===== config.mk =====
export PLATFORM = sky130hd
export DESIGN_NAME = subword_rmw
export DESIGN_NICKNAME = d
export VERILOG_FILES = /design/src/rtl/subword_rmw.sv
export SDC_FILE = /design/constraint.sdc
export NUM_CORES = 1
export LEC_CHECK = 0
export ABC_AREA = 1
export BUFFER_PORTS_ARGS = -buffer_cell sky130_fd_sc_hd__buf_2
export CELL_PAD_IN_SITES_DETAIL_PLACEMENT = 1
export CELL_PAD_IN_SITES_GLOBAL_PLACEMENT = 2
export CORE_AREA = 4 4 121 180
export DETAILED_ROUTE_END_ITERATION = 6
export DIE_AREA = 0 0 125 184
export PLACE_DENSITY = 0.76
export REMOVE_ABC_BUFFERS = 1
export SYNTH_ARGS = -nofsm -noshare
export SYNTH_HDL_FRONTEND = slang
export SYNTH_SLANG_ARGS = --single-unit

===== constraint.sdc =====
create_clock -name clk -period 2 [get_ports clk]
set_clock_uncertainty 0.05 [all_clocks]
set_input_delay 0.2 -clock clk [delete_from_list [all_inputs] [get_ports clk]]
set_output_delay 0.2 -clock clk [all_outputs]
set_load 0.02 [all_outputs]

===== src/rtl/subword_rmw.sv =====
module subword_rmw #(
  parameter int ADDR_W = 10,
  parameter int OFF_W  = 6
) (
  input  logic              clk,
  input  logic              rst_n,
  input  logic              req_valid,
  output logic              req_ready,
  input  logic              req_store,
  input  logic [ADDR_W-1:0] req_addr,
  input  logic [OFF_W-1:0]  req_bitoff,
  input  logic [31:0]       req_data,
  output logic              rsp_valid,
  input  logic              rsp_ready,
  output logic [7:0]        rsp_data,
  output logic              rsp_err,
  output logic              mem_cmd_valid,
  output logic              mem_cmd_cas,
  output logic [ADDR_W-1:0] mem_addr,
  output logic [31:0]       mem_cmp,
  output logic [31:0]       mem_wdata,
  input  logic              mem_rsp_valid,
  input  logic [31:0]       mem_rdata,
  input  logic              mem_cas_ok
);
  localparam int WORD_W = 32;
  localparam int LANE_W = 8;
  localparam int SH_W   = $clog2(WORD_W);
  localparam int ALN_W  = $clog2(LANE_W);

  typedef enum logic [2:0] {S_IDLE, S_READ, S_MERGE, S_CAS, S_DONE} state_t;

  state_t              state;
  logic [ADDR_W-1:0]   addr_q;
  logic [SH_W-1:0]     sh_q;
  logic [LANE_W-1:0]   byte_q;
  logic                store_q;
  logic                sent_q;
  logic [WORD_W-1:0]   word_q;
  logic [LANE_W-1:0]   out_q;
  logic                err_q;

  logic              off_ok;
  logic [WORD_W-1:0] lane_mask, lane_new, rd_shift;

  assign off_ok    = (req_bitoff[ALN_W-1:0] == '0) && (int'(req_bitoff) < WORD_W);
  assign lane_mask = {{(WORD_W-LANE_W){1'b0}}, {LANE_W{1'b1}}} << sh_q;
  assign lane_new  = {{(WORD_W-LANE_W){1'b0}}, byte_q} << sh_q;
  assign rd_shift  = mem_rdata >> sh_q;

  assign req_ready     = (state == S_IDLE);
  assign rsp_valid     = (state == S_DONE);
  assign rsp_data      = out_q;
  assign rsp_err       = err_q;
  assign mem_cmd_valid = (state == S_READ && !sent_q) || (state == S_MERGE);
  assign mem_cmd_cas   = (state == S_MERGE);
  assign mem_addr      = addr_q;
  assign mem_cmp       = word_q;
  assign mem_wdata     = (word_q & ~lane_mask) | lane_new;

  always_ff @(posedge clk) begin
    if (!rst_n) begin
      state   <= S_IDLE;
      addr_q  <= '0;
      sh_q    <= '0;
      byte_q  <= '0;
      store_q <= 1'b0;
      sent_q  <= 1'b0;
      word_q  <= '0;
      out_q   <= '0;
      err_q   <= 1'b0;
    end else begin
      case (state)
        S_IDLE: if (req_valid) begin
          addr_q  <= req_addr;
          sh_q    <= req_bitoff[SH_W-1:0];
          byte_q  <= req_data[LANE_W-1:0];
          store_q <= req_store;
          sent_q  <= 1'b0;
          out_q   <= '0;
          err_q   <= !off_ok;
          state   <= off_ok ? S_READ : S_DONE;
        end
        S_READ: begin
          sent_q <= 1'b1;
          if (sent_q && mem_rsp_valid) begin
            word_q <= mem_rdata;
            if (store_q) state <= S_MERGE;
            else begin
              out_q <= rd_shift[LANE_W-1:0];
              state <= S_DONE;
            end
          end
        end
        S_MERGE: state <= S_CAS;
        S_CAS: if (mem_rsp_valid) begin
          if (mem_cas_ok) state <= S_DONE;
          else begin
            word_q <= mem_rdata;
            state  <= S_MERGE;
          end
        end
        S_DONE: if (rsp_ready) state <= S_IDLE;
        default: state <= S_IDLE;
      endcase
    end
  end

  assert_bad_off_R7: assert property (@(posedge clk) disable iff (!rst_n)
    (req_valid && req_ready && !off_ok) |=> (rsp_valid && rsp_err && !mem_cmd_valid));

  assert_rsp_hold_R8: assert property (@(posedge clk) disable iff (!rst_n)
    (rsp_valid && !rsp_ready) |=> (rsp_valid && $stable(rsp_data) && $stable(rsp_err)));

  assert_busy_R8: assert property (@(posedge clk) disable iff (!rst_n)
    (req_valid && req_ready) |=> !req_ready);

  assert_cmd_gap_R6: assert property (@(posedge clk) disable iff (!rst_n)
    mem_cmd_valid |=> !mem_cmd_valid);

  assert_load_no_cas_R3: assert property (@(posedge clk) disable iff (!rst_n)
    (mem_cmd_valid && mem_cmd_cas) |-> store_q);

  assert_keep_lanes_R4: assert property (@(posedge clk) disable iff (!rst_n)
    (mem_cmd_valid && mem_cmd_cas) |-> (((mem_wdata ^ mem_cmp) & ~lane_mask) == '0));

  assert_lane_byte_R5: assert property (@(posedge clk) disable iff (!rst_n)
    (mem_cmd_valid && mem_cmd_cas) |-> ((mem_wdata & lane_mask) >> sh_q) == WORD_W'(byte_q));
endmodule


==> qor.yml <==
timing:
  slew_headroom_pct: 61.9
  worst_slack_ns: -0.156
  fmax_mhz: 464
  setup_viol: 27
  rsz0062_at_grt: "yes"
  drv_slew: 0
  hold_viol: 0
  post-route-period-util_pct: 108
  fin_tns_setup_ns: -2.04
  fin_crit_ns: 2.16
  tightestPinTransition_ns: 0.571
floorplanning:
  die-area_mm2: 0.0230
  std_cell_rows: 64
  pin_count: 174
  start_util_pct: 23.5
  fp.dieW_um: 125
  die_h_um: 184
  coreArea_mm2: 0.0203
run_status:
  status: "complete, but fails checks"
  violations: "negative setup slack"
grt:
  grt_usage_pct: 19.1
  grt-ovfl-total: 0
  grt_pass1_wl_mm: 34.4
  grt_pass1_vias: 6254
  grt_start_max_net_pins: 39
  antenna_found_initial: 0
critical_path:
  crit_buf_inv: 3
  cp_common_cell: "nand2_2"
  max_stage_delay_ns: 0.40
  crit_type: "register to primary output"
  cp_max_fo: 7
  crit_chain: "buf_8 > nand2_2 > o21ai_4 > nand2_2 > nand3_2 > o21ai_1 > buf_4 > mux2_4 > buf_6"
  critPathRequiredTime_ns: 1.75
  critPathLaunchType: "register"
  slowest_stage: "dfxtp_4"
  cp-end-kind: "primary output"
  critPathTopFamily: "buffers and inverters"
  cp_data_arrival_time_ns: 1.91
synth:
  syn_area_per_cell_um2: 5.79
  syn-cell-area_mm2: 0.00478
  synth_cells: 825
  ys_top_cells_by_area: "dfxtp_1 (29%), nand2_1 (23%), nand3_1 (11%), o21ai_0 (10%), nor2_1 (5.6%)"
  synth-warning-count: 0
  synth_top_area_share_pct: 28.9
  synth_edf_count: 0
  async_reset_ff_share_pct: 0
  synth_seq_area_share_pct: 28.9
  synth_area_leader_cell: "dfxtp_1"
  synth_cell_type_count: 29
  ys_seq_elements: 69
  synth_flop_cell: "dfxtp_1"
pwr:
  power_switching_uw: 2590
  power.share.combinational_pct: 45.8
  p_int_uw: 3590
  power_frac_seq_pct: 25.6
  p_clk_share_pct: 28.6
  p_total_uw: 6180
  ir_drop_v: 0.000390
  switching_share_pct: 41.9
  power.leakage_uw: 0.00334
  power.density_mw_per_mm2: 877
detailed_routing:
  antenna_left: 0
  drt_iter0_drc: 285
  drt-total-wl_mm: 22.8
  vias: 6065
  wl_met2_mm: 12.4
  wl_met3_um: 605
  drc_errors: 0
  vias_per_cell: 4.82
  firstDrtPassIters: 4
  wl_met1_mm: 9.19
  wl_per_cell_um: 18.1
  top_layer_used: "met4"
cts:
  worst_skew_pair.late_latency_ns: 0.34
  cts_tree: "yes"
  clockBufferDepth: 2
  holdBufCountCts: 0
  cts_buffers: 9
  path_clk_slew_ns: 0.06
  cts_root_buf: "clkbuf_16"
  cts_sinks: 69
  htreeDepth: 3
layout:
  final_area_mm2: 0.00705
  fin_nets: 1078
  area_growth_pct: 47.4
  drive_above_1_share_pct: 33.7
  diodes: 0
placed_design:
  place_area_mm2: 0.00596
  place_congestion: 0.893
  hpwl_mm: 17.5
  numPortBuffers: 149
worst_hold_path:
  hold_class: "primary input to register"
run:
  cap_violations: 0
## final cells by class
| type | instances | area (µm²) |
|---|---|---|
| Inverter | 50 | 198 |
| Tap cell | 264 | 330 |
| Fill cell | 2680 | 13300 |
| Timing Repair Buffer | 203 | 1400 |
| Clock buffer | 12 | 267 |
| Multi-Input combinational cell | 656 | 3400 |
| Clock inverter | 4 | 53.8 |
| Sequential cell | 69 | 1400 |
## layer usage
metal	GRT usage [%]	vias to the layer above
met5	0	-
met4	7.07	0
met3	2.67	29
met2	36.5	95
met1	21.2	2902
li1	-	3039
## final timing paths
kind,start,endpoint,slack [ns],cells after the start
worst max-delay path,sh_q[0],mem_wdata[31],-0.16,9
worst min-delay path,req_addr[5],mem_addr[5],0.05,3
worst max register to register,sh_q[1],rsp_data[5],0.15,10
worst min register to register,mem_addr[7],mem_addr[7],0.42,2
## through the flow
stage / cells / setup WS, ns / hold slack [ns] / util [%]
floorplan: 775 / -0.639 / 0.286 / -
global placement: 1231 / 0.0401 / 0.399 / 29.3
detailed placement: 1231 / 0.0118 / 0.406 / 29.3
CTS: 1252 / -0.141 / 0.0417 / 33.2
global route: 1258 / -0.228 / 0.0521 / 34.6
finish: 1258 / -0.156 / 0.0501 / 34.6
## synth_stat cells (2+ instances only)
master,number
ha_1,2
buf_2,16
nand2_1,288
o211ai_1,5
clkbuf_1,20
nand3_1,103
buf_6,5
or2_1,3
inv_1,43
buf_1,2
dfxtp_1,69
nor2_1,71
nor3_1,2
o21ai_1,14
o31ai_1,3
o221ai_1,7
o21ai_0,98
a21oi_1,47
buf_4,7
nor2_2,5
inv_2,7
## worst register-to-register path, cell delays in order, from the launching register on
cell and delay (ns):
dfxtp_4 0.39, buf_12 0.13, buf_4 0.11, buf_4 0.28
nand3_1 0.15, nand2_1 0.09, nand2_1 0.05, nand3_1 0.10
nand2_1 0.07, o21ai_0 0.22, a21oi_1 0.09
## cell families (layout without fill, tap and decap cells)
family / after synthesis / after routing / share of synthesized area (%)
buffers and inverters: 100 / 269 / 9.60
DFF: 69 / 69 / 28.9
AOI/OAI and AO/OA: 176 / 176 / 19.5
xor gates and xnor gates: 1 / 1 / 0.183
muxes: 1 / 1 / 0.236
and+or+nand+nor: 476 / 476 / 41.1
adders and majority gates: 2 / 2 / 0.523
## state kept, by name, indices dropped and copies added (netlist names)
signal,count
rsp_err,1
state,3
byte_q,8
sh_q,5
store_q,1
mem_addr,10
mem_cmp,32
sent_q,1
rsp_data,8
## timing repair
| action | CTS | global route |
|---|---|---|
| resized for setup | 152 | 70 |
| cloned | 0 | 1 |
| setup endpoints to repair | 32 | 39 |
| buffers inserted | 5 | 6 |
| pin swaps | 23 | 18 |
| hold endpoints to repair | 0 | 0 |
## power groups by stage
stage                     clock, µW  combinational (µW)  sequential (µW)
after floorplan                   0                1170             1710
after detailed placement          0                2280             1600
final                          1770                2830             1580
after global placement            0                2270             1590
after CTS                      1810                2610             1570
after global routing           1860                3080             1600
## layout by cell type (no fill, tap or decap), types with 3 or more instances in the layout
master,count
nand2_1,253
buf_2,122
nand3_1,94
o21ai_0,67
nor2_1,65
dfxtp_1,64
buf_4,48
a21oi_1,47
inv_1,35
nand2_2,31
buf_6,26
o21ai_1,21
o21ai_2,15
inv_2,11
o21ai_4,10
clkbuf_16,10
nand3_2,9
nor2_4,7
o221ai_2,6
nand2_4,5
o211ai_1,5
inv_4,4
nor2_2,4
buf_12,4
dfxtp_4,4
clkbuf_8,3
Power figures use the tool's default switching activity.
